[src/rtl/wtc_pkg.sv]
package wtc_pkg;
  typedef enum logic [1:0] {
    ACT_NONE = 2'b00,
    ACT_SET  = 2'b01,
    ACT_CLR  = 2'b10,
    ACT_TGL  = 2'b11
  } act_e;

  // per-output action set; msb first
  typedef struct packed {
    act_e on_trig;
    act_e on_cmpc;
    act_e on_cmpx;
  } out_cfg_t;

  typedef struct packed {
    out_cfg_t   b;
    out_cfg_t   a;
    logic       wave_en;
    logic [2:0] clk_sel;
  } mode_t;

  localparam int MODE_W    = $bits(mode_t);
  localparam int ADDR_MODE = 0;
  localparam int ADDR_CMPA = 1;
  localparam int ADDR_CMPB = 2;
  localparam int ADDR_CMPC = 3;
  localparam int ADDR_CMD  = 4;
  localparam int CMD_EN    = 0;
  localparam int CMD_DIS   = 1;
  localparam int CMD_TRIG  = 2;
endpackage

[src/rtl/wtc_prescaler.sv]
module wtc_prescaler #(
  parameter int PRE_W = 5,
  parameter int SH1   = 1,
  parameter int SH2   = 3,
  parameter int SH3   = 5
) (
  input  logic       clk_i,
  input  logic       rst_ni,
  input  logic       restart_i,
  input  logic [2:0] sel_i,
  input  logic       slow_tick_i,
  output logic       tick_o
);
  localparam int NTAP = 4;
  localparam int SH [NTAP] = '{0, SH1, SH2, SH3};

  logic [PRE_W-1:0] pre_q;
  logic [NTAP-1:0]  tap;

  always_ff @(posedge clk_i or negedge rst_ni) begin
    if (!rst_ni)        pre_q <= '0;
    else if (restart_i) pre_q <= '0;
    else                pre_q <= pre_q + 1'b1;
  end

  for (genvar g = 0; g < NTAP; g++) begin : g_tap
    localparam logic [PRE_W-1:0] MASK = PRE_W'((1 << SH[g]) - 1);
    assign tap[g] = &(pre_q | ~MASK);
  end

  always_comb begin
    case (sel_i)
      3'd0, 3'd1, 3'd2, 3'd3: tick_o = tap[sel_i[1:0]];
      3'd4:                   tick_o = slow_tick_i;
      default:                tick_o = 1'b0;
    endcase
  end
endmodule

[src/rtl/wtc_counter.sv]
module wtc_counter #(
  parameter int CNT_W = 16
) (
  input  logic             clk_i,
  input  logic             rst_ni,
  input  logic             restart_i,
  input  logic             step_i,
  input  logic [CNT_W-1:0] ra_i,
  input  logic [CNT_W-1:0] rb_i,
  input  logic [CNT_W-1:0] rc_i,
  output logic [CNT_W-1:0] cnt_o,
  output logic             hit_a_o,
  output logic             hit_b_o,
  output logic             hit_c_o
);
  logic [CNT_W-1:0] cnt_q;

  assign hit_a_o = step_i && (cnt_q == ra_i);
  assign hit_b_o = step_i && (cnt_q == rb_i);
  assign hit_c_o = step_i && (cnt_q == rc_i);
  assign cnt_o   = cnt_q;

  always_ff @(posedge clk_i or negedge rst_ni) begin
    if (!rst_ni)        cnt_q <= '0;
    else if (restart_i) cnt_q <= '0;
    else if (hit_c_o)   cnt_q <= '0;
    else if (step_i)    cnt_q <= cnt_q + 1'b1;
  end
endmodule

[src/rtl/wtc_out_unit.sv]
module wtc_out_unit
  import wtc_pkg::*;
(
  input  logic     clk_i,
  input  logic     rst_ni,
  input  out_cfg_t cfg_i,
  input  logic     trig_i,
  input  logic     hit_c_i,
  input  logic     hit_x_i,
  output logic     wave_o
);
  act_e act;
  logic wave_q;

  always_comb begin
    if (trig_i)       act = cfg_i.on_trig;
    else if (hit_c_i) act = cfg_i.on_cmpc;
    else if (hit_x_i) act = cfg_i.on_cmpx;
    else              act = ACT_NONE;
  end

  always_ff @(posedge clk_i or negedge rst_ni) begin
    if (!rst_ni) wave_q <= 1'b0;
    else begin
      case (act)
        ACT_SET: wave_q <= 1'b1;
        ACT_CLR: wave_q <= 1'b0;
        ACT_TGL: wave_q <= ~wave_q;
        default: wave_q <= wave_q;
      endcase
    end
  end

  assign wave_o = wave_q;
endmodule

[src/rtl/wave_timer_chan.sv]
module wave_timer_chan
  import wtc_pkg::*;
#(
  parameter int CNT_W  = 16,
  parameter int DATA_W = 32,
  parameter int ADDR_W = 3,
  parameter int PRE_W  = 5
) (
  input  logic              clk_i,
  input  logic              rst_ni,
  input  logic              slow_tick_i,
  input  logic              wr_en_i,
  input  logic [ADDR_W-1:0] wr_addr_i,
  input  logic [DATA_W-1:0] wr_data_i,
  output logic [CNT_W-1:0]  count_o,
  output logic              wave_a_o,
  output logic              wave_b_o
);
  localparam int NOUT = 2;

  mode_t            mode_q;
  logic [CNT_W-1:0] ra_q, rb_q, rc_q;
  logic             running_q;
  logic             cmd_wr, trig_w, tick_w, step_w;
  logic [NOUT-1:0]  hit_x, wave;
  logic             hit_a, hit_b, hit_c;
  out_cfg_t         cfg_arr [NOUT];

  assign cmd_wr = wr_en_i && (wr_addr_i == ADDR_W'(ADDR_CMD));
  assign trig_w = cmd_wr && wr_data_i[CMD_TRIG];

  always_ff @(posedge clk_i or negedge rst_ni) begin
    if (!rst_ni) begin
      mode_q <= '0;
      ra_q   <= '0;
      rb_q   <= '0;
      rc_q   <= '0;
    end else if (wr_en_i) begin
      case (wr_addr_i)
        ADDR_W'(ADDR_MODE): mode_q <= mode_t'(wr_data_i[MODE_W-1:0]);
        ADDR_W'(ADDR_CMPA): ra_q   <= wr_data_i[CNT_W-1:0];
        ADDR_W'(ADDR_CMPB): rb_q   <= wr_data_i[CNT_W-1:0];
        ADDR_W'(ADDR_CMPC): rc_q   <= wr_data_i[CNT_W-1:0];
        default: ;
      endcase
    end
  end

  // stop wins over start
  always_ff @(posedge clk_i or negedge rst_ni) begin
    if (!rst_ni) running_q <= 1'b0;
    else if (cmd_wr) begin
      if (wr_data_i[CMD_DIS])     running_q <= 1'b0;
      else if (wr_data_i[CMD_EN]) running_q <= 1'b1;
    end
  end

  wtc_prescaler #(.PRE_W(PRE_W)) u_pre (
    .clk_i       (clk_i),
    .rst_ni      (rst_ni),
    .restart_i   (trig_w),
    .sel_i       (mode_q.clk_sel),
    .slow_tick_i (slow_tick_i),
    .tick_o      (tick_w)
  );

  assign step_w = tick_w && running_q && mode_q.wave_en;

  wtc_counter #(.CNT_W(CNT_W)) u_cnt (
    .clk_i     (clk_i),
    .rst_ni    (rst_ni),
    .restart_i (trig_w),
    .step_i    (step_w),
    .ra_i      (ra_q),
    .rb_i      (rb_q),
    .rc_i      (rc_q),
    .cnt_o     (count_o),
    .hit_a_o   (hit_a),
    .hit_b_o   (hit_b),
    .hit_c_o   (hit_c)
  );

  assign cfg_arr[0] = mode_q.a;
  assign cfg_arr[1] = mode_q.b;
  assign hit_x      = {hit_b, hit_a};

  for (genvar g = 0; g < NOUT; g++) begin : g_out
    wtc_out_unit u_out (
      .clk_i   (clk_i),
      .rst_ni  (rst_ni),
      .cfg_i   (cfg_arr[g]),
      .trig_i  (trig_w),
      .hit_c_i (hit_c),
      .hit_x_i (hit_x[g]),
      .wave_o  (wave[g])
    );
  end

  assign wave_a_o = wave[0];
  assign wave_b_o = wave[1];
endmodule

[config.mk]
export PLATFORM = sky130hd
export DESIGN_NAME = wave_timer_chan
export DESIGN_NICKNAME = d
export VERILOG_FILES = /design/src/rtl/wtc_pkg.sv /design/src/rtl/wtc_prescaler.sv /design/src/rtl/wtc_counter.sv /design/src/rtl/wtc_out_unit.sv /design/src/rtl/wave_timer_chan.sv
export SDC_FILE = /design/constraint.sdc
export NUM_CORES = 1
export LEC_CHECK = 0
export BUFFER_PORTS_ARGS = -buffer_cell sky130_fd_sc_hd__buf_2
export CORE_MARGIN = 2
export CORE_UTILIZATION = 55
export DETAILED_ROUTE_END_ITERATION = 8
export GPL_ROUTABILITY_DRIVEN = 0
export PLACE_DENSITY = 0.76
export SETUP_SLACK_MARGIN = 0.02
export SYNTH_ARGS = -nofsm -noshare
export SYNTH_HDL_FRONTEND = slang
export SYNTH_SLANG_ARGS = --single-unit
[constraint.sdc]
create_clock -name clk_i -period 2.65 [get_ports clk_i]
set_input_delay 0.1325 -clock clk_i [delete_from_list [all_inputs] [get_ports clk_i]]
set_output_delay 0.1325 -clock clk_i [all_outputs]
set_load 0.1 [all_outputs]
# Word level (Yosys, flattened, before mapping)
# Cells that the tools add are included.
# totals
reg_bits,88
latchBits,0
mem_bits_rw,0
romBits,0
inputBits,39
output_inout_bits,18
elab_cells,76
n_memories,0
# op_classes
addsub,2
multipliers,0
div_mod_pow,0
magnitude_cmp,1
eq_ne,17
n_shift,0
muxes,17
n_bitwise,2
reduce_logical,21
# ops
cell,n
== test 16 bit,3
two-way mux 16 bit,3
adder 16 x 1 -> 16 bit (second input constant),1
== test 3 x 2 -> 1 bit (second input constant),4
two-way mux 2 bit,6
AND reduction 2 bit,5
nonzero test 3 bit,3
== test 2 bit (second input constant),4
logical AND 1 bit,7
== test 3 x 1 -> 1 bit (second input constant),2
== test 3 bit (second input constant),2
zero test 3 bit,2
one-hot mux 1 bit (3 select lines),2
adder 5 x 1 -> 5 bit (second input constant),1
two-way mux 5 bit,1
AND reduction 5 bit,1
== test 2 x 1 -> 1 bit (second input constant),2
OR reduction 4 bit,1
< comparator 2 x 3 -> 1 bit (second input constant),1
two-way mux 1 bit,3
AND reduction 3 bit,1
binary-select mux 1 bit (select 2 bit),1
inverter 1 bit,2
one-hot mux 1 bit (2 select lines),1
nonzero test 2 bit,1

# Logic depth before layout (Yosys ltp)
# depth
word_depth,12
depth_mapped,9
depth_no_buf,8

# Hierarchy
# From an unflattened synthesis, not the netlist that was laid out.
# hier_totals
cells_unflattened,359
hier_area_um2,4525.6
# by_module_without_submodules
module,instances,cells_each,area_per_inst_um2,seq_area_each_um2
wave_timer_chan,1,144,2514.9,1626.6
wtc_counter,1,171,1589.0,400.4
wtc_prescaler,1,22,246.5,125.1
wtc_out_unit,2,11,87.6,25.0

# Least setup slack after synthesis
# No wires, ideal clock.
# synth_path
path_kind,register to register
startpoint,reg u_cnt.cnt_q[6] (netlist: u_cnt.cnt_o[6])
endpoint,reg u_cnt.cnt_q[15] (netlist: u_cnt.cnt_o[15])
setup_time_ps,65
t_arrival_ps,2356
required_ps,2585
path_slack_ps,229
path_stages_with_launch,7
path_buffers,1
synth_period_minus_slack_ps,2421
path_cell_list,dfrtp_1 buf_2 and4_4 nand4_4 or4_1 nor3_1 o21a_1
# synth_between
elab_chain_cells,4
word_cells_on_any_way,7
cone_classes,add/sub: 1; eq/ne: 1; mux: 3; reduce/logical: 2
# synth_rtl
item,line,source
"start, declared",wtc_counter.sv:16,logic [CNT_W-1:0] cnt_q;
"start signal, assigned",wtc_counter.sv:27,else if (step_i) cnt_q <= cnt_q + 1'b1;
adder 16 x 1 -> 16 bit or == test 16 bit (tied branches),"wtc_counter.sv:27, wtc_counter.sv:20",
two-way mux 16 bit or logical AND 1 bit (tied branches),"wtc_counter.sv:27, wtc_counter.sv:20",
two-way mux 16 bit,wtc_counter.sv:26,else if (hit_c_o) cnt_q <= '0;
two-way mux 16 bit,wtc_counter.sv:25,else if (restart_i) cnt_q <= '0;
# Parallel ways exist; a longest one is shown, timed or not. The select of a mux whose other input is x is not followed.
# A chain may end at the register's enable or synchronous reset.

# Final worst setup path
# layout_path
startpoint,reg u_pre.pre_q[0]
endpoint,reg u_cnt.cnt_q[14] (netlist: u_cnt.cnt_o[14])
# layout_between
elab_chain_cells,9
word_cells_on_any_way,11
cone_classes,mux: 5; reduce/logical: 6
# layout_rtl
item,line,source
"start, declared",wtc_prescaler.sv:17,logic [PRE_W-1:0] pre_q;
"start signal, assigned",wtc_prescaler.sv:23,else pre_q <= pre_q + 1'b1;
AND reduction 5 bit or AND reduction 3 bit (tied branches),wtc_prescaler.sv:28,assign tap[g] = &(pre_q | ~MASK);
binary-select mux 1 bit (select 2 bit) *,wtc_prescaler.sv:33,"3'd0, 3'd1, 3'd2, 3'd3: tick_o = tap[sel_i[1:0]];"
two-way mux 1 bit (implied by the code) *,wtc_prescaler.sv:33,
one-hot mux 1 bit (2 select lines) *,wtc_prescaler.sv:32,case (sel_i)
logical AND 1 bit * (2 in series),wave_timer_chan.sv:67,assign step_w = tick_w && running_q && mode_q.wave_en;
logical AND 1 bit,wtc_counter.sv:20,assign hit_c_o = step_i && (cnt_q == rc_i);
two-way mux 16 bit,wtc_counter.sv:26,
two-way mux 16 bit,wtc_counter.sv:25,
# Mark *: on every way between the ends. The rest lies on a longest branch, timed or not. The select of a mux whose other input is x is not followed.

==> impl_metrics.csv <==
group,metric,value,unit
run_status,outcome,"finished, violations left",
run_status,violated_checks,"hold timing",
clock_tree,ctsResizeCount,0,
logic_synthesis,synth_top_family_by_area,"multiplexers",
clock_tree,clock_latency,0.36,ns
logic_synthesis,synth_area_per_cell,11.9,um2
clock_tree,path_clk_slew,0.09,ns
pwr,seqPwrFrac,46.6,%
cells_and_area,antennaDiodeCount,0,
pwr,switching_share,32.5,%
job,cap_viol_max_count,0,
logic_synthesis,ys_seq_elements,88,
worst_setup_path,critical_path.endpoint_type,"flip-flop",
logic_synthesis,async_flop_share,100,%
detailed_routing,first_pass_iters,4,
sta,final.setup.tns,0,ns
clock_tree,clock_sinks,88,
global_route,vias_in_the_first_global_route,3357,
global_route,grt_util_all_layers,26.1,%
die,floorplan.initialDensity,56.9,%
sta,worst_slew_margin_rel,24.4,%
worst_setup_path,crit_path_top_delay_cell,"or4_1",
cells_and_area,design.final.nets,483,
pwr,part_of_the_total_power_dissipated_in_the_clock_network,28.3,%
pwr,highest_ir_drop_seen_on_vdd,0.000377,V
clock_tree,clk_path_buf_depth,2,
clock_tree,tritoncts.num_buffers,9,
logic_synthesis,share_of_the_synthesized_area_in_compound_gates_ao_oa_aoi_oai,10.6,%
worst_setup_path,worst-setup-path-type,"flip-flop to flip-flop",
clock_tree,post-cts-setup-buffers,0,
worst_setup_path,timing.critical_path.from_type,"flip-flop",
sta,timing_hold_violations_final,27,
placed_design,buffer_ports.inserted,40,
detailed_routing,drc,0,
sta,finalHoldWorstSlack,-0.0381,ns
pwr,leakagePower,0.00226,uW
logic_synthesis,synth_cell_types,52,
die,dieWidth,96.4,um
logic_synthesis,synth_simple_gate_area_share,11.5,%
pwr,cell_internal_pwr,2660,uW
detailed_routing,detail-route-antenna-nets,0,
detailed_routing,dr.first_iter.drc_count,224,
cells_and_area,num-fill-cells,660,
logic_synthesis,yosys_warnings,0,
detailed_routing,via_per_inst,6.30,
logic_synthesis,synthFlopType,"dfrtp_1",
sta,tightestPinTransition,1.13,ns
logic_synthesis,yosys.area_share.xor_xnor,9.13,%
sta,setup_viol,0,
global_route,grt_first_pass_wirelength,17900,um
detailed_routing,routed_wirelength,11400,um
worst_setup_path,critPathMaxStageDelay,0.51,ns
cells_and_area,areaGrowthSynthToFinish,12.2,%
logic_synthesis,synth_mux_area_share,16.2,%
clock_tree,postCtsHoldBufs,0,
logic_synthesis,synth_seq_area_share,46.9,%
worst_setup_path,worstPathRequired,2.93,ns
pwr,total_switching_power,1280,uW
worst_setup_path,crit_path_cell_trace,"ha_1, and3_1, ha_1, nand3_1, a21oi_2, o21ai_1, buf_4, or4_1, a21oi_1",
global_route,grt_overflow,0,
logic_synthesis,syn_area,4700,um2
logic_synthesis,synth_fa_ha_area_share,1.06,%
logic_synthesis,number_of_instances_in_the_synthesized_netlist,396,
pwr,combinational_cell_fraction_of_total_power,25.1,%
logic_synthesis,synth_nets,439,
worst_setup_path,critPathArrivalTime,2.65,ns
sta,timing_max_transition_violations_final,0,
die,fp.dieArea,9300,um2
cells_and_area,final_layout_size_suffix_gt1_share,21.6,%
sta,period_needed,2.37,ns
global_route,antenna_found_initial,0,
clock_tree,cts_root_buffer,"clkbuf_8",
die,pin_count,57,
pwr,cellPowerDensity,746,nW/um2
die,core-area,8260,um2
worst_setup_path,critPathTopFamily,"simple AND/OR/NAND/NOR gates",
detailed_routing,vias,3466,
worst_setup_path,critPathBufInv,1,
clock_tree,cts_tree,"built",
worst_setup_path,critPathMaxFanout,9,
sta,fmax,422,MHz
die,die-height,96.4,um
detailed_routing,post_drt_wl_per_cell,20.7,um
worst_setup_path,worst_path_most_repeated_cell,"ha_1",
die,floorplan.rows,33,
sta,share_of_the_clock_period_used_by_the_worst_path,89.4,%
clock_tree,ctsHtreeMaxLevel,3,
global_route,grt_start_max_net_pins,89,
placed_design,post-dp-hpwl,8050,um
worst_hold_path,worst_hold_path_type,"input pin to asynchronous set/reset pin",
sta,rsz_0062_raised_after_global_routing,"no",
logic_synthesis,synth-edff-count,0,
sta,worst_clock_skew,0.0100,ns
## per-layer routing
layer | part of all wire (%) | vias up | GRT usage [%]
met3 | 6.4 | 18 | 4.89
met4 | 1.7 | 0 | 8.10
li1 | - | 1552 | -
met1 | 44 | 1756 | 36.4
met2 | 48 | 140 | 41.8
met5 | 0 | - | 0
## path summary, 6_finish.rpt
check / to / depth (start not counted) / slack [ns] / startpoint
setup / recovery: u_cnt.cnt_o[14] / 9 / 0.28 / u_pre.pre_q[0]
hold / removal: u_cnt.cnt_o[8] / 1 / -0.04 / rst_ni
setup reg to reg: u_cnt.cnt_o[14] / 9 / 0.28 / u_pre.pre_q[0]
hold reg to reg: cfg_arr[9] / 1 / 0.50 / cfg_arr[9]
max in group asynchronous: rb_q[9] / 1 / 1.96 / rst_ni
min in group clk_i: running_q / 2 / 0.01 / wr_data_i[1]
## power by group through the flow
stage / logic, uW / clock network [uW] / registers [uW]
after floorplan: 584 / 0 / 1950
after global placement: 949 / 0 / 1830
after detailed placement: 987 / 0 / 1850
after CTS: 993 / 1110 / 1830
after global routing: 1070 / 1180 / 1860
final: 988 / 1110 / 1830
## cell usage after synthesis, drive strengths merged (3+ instances only)
master / number / share of area [%]
dfrtp: 88 / 47
mux2: 64 / 15
xnor2: 32 / 6.0
buf: 24 / 4.0
xor2: 17 / 3.2
a21oi: 16 / 1.9
nand4: 15 / 2.3
nand3: 14 / 1.5
o211ai: 13 / 2.1
o21ai: 10 / 1.1
and2: 8 / 1.1
nor2: 8 / 0.64
clkbuf: 7 / 0.56
a211oi: 6 / 1.2
a31oi: 6 / 0.80
nor4: 6 / 1.1
a21o: 5 / 0.80
and3: 5 / 0.67
nand2: 5 / 0.40
and4: 4 / 0.80
ha: 4 / 1.1
mux2i: 4 / 0.85
nand2b: 4 / 0.53
nor3: 4 / 0.43
a2bb2oi: 3 / 0.56
o21a: 3 / 0.48
or4: 3 / 0.48
## area by class of cell
class	count	area, um2	area share, %
multi-input combinational	276	2320	44.0
clock buffer	11	131	2.49
clock inverter	5	105	1.99
sequential	88	2200	41.7
tap	105	131	2.49
timing repair buffer	64	383	7.26
inverter	1	3.75	0.0712
## worst register-to-register path, cell delays in order (launching register included)
cell     delay [ns]
dfrtp_1        0.42
ha_1           0.20
and3_1         0.17
ha_1           0.14
nand3_1        0.08
a21oi_2        0.29
o21ai_1        0.13
buf_4          0.19
or4_1          0.51
a21oi_1        0.16
## stage by stage
stage	power [uW]	area [um2]	setup WS, ns	instances	util, %
finish	3930	5280	0.281	550	63.9
global route	4120	5280	0.166	550	63.9
CTS	3940	5280	0.274	550	63.9
detailed placement	2840	5040	0.319	534	61.0
global placement	2780	5040	0.363	534	61.0
floorplan	2530	4700	0.229	396	-
## state kept, by name (all words and copies together) (netlist names), 2 cells and up
name,count
u_cnt.cnt_o,16
rb_q,16
ra_q,16
u_pre.pre_q,5
rc_q,16
g_out.u_out.wave_o,2
cfg_arr,12
mode_q,4
## layout by cell type (no fill, tap or decap), types with 4 or more instances in the layout
cell type,n
dfrtp_1,88
mux2_1,58
buf_2,39
xnor2_1,32
buf_4,25
xor2_1,17
nand3_1,14
nand4_1,14
a21oi_1,14
o211ai_1,13
clkbuf_8,9
and2_1,8
nor2_1,8
o21ai_1,6
a31oi_1,6
mux2_2,6
and3_1,5
nand2_1,5
a21o_1,5
nand2b_1,4
nor4_1,4
a211oi_1,4
nor3_1,4
o21ai_0,4
mux2i_1,4
ha_1,4
## cells by family (layout without fill, tap and decap cells)
kind of cell / Yosys count / count (layout)
mux: 68 / 68
buf+inv: 32 / 81
xor+xnor: 49 / 49
simple gates: 84 / 84
compound gates: 71 / 71
flops: 88 / 88
fa+ha+maj: 4 / 4
Power figures use the tool's default switching activity.
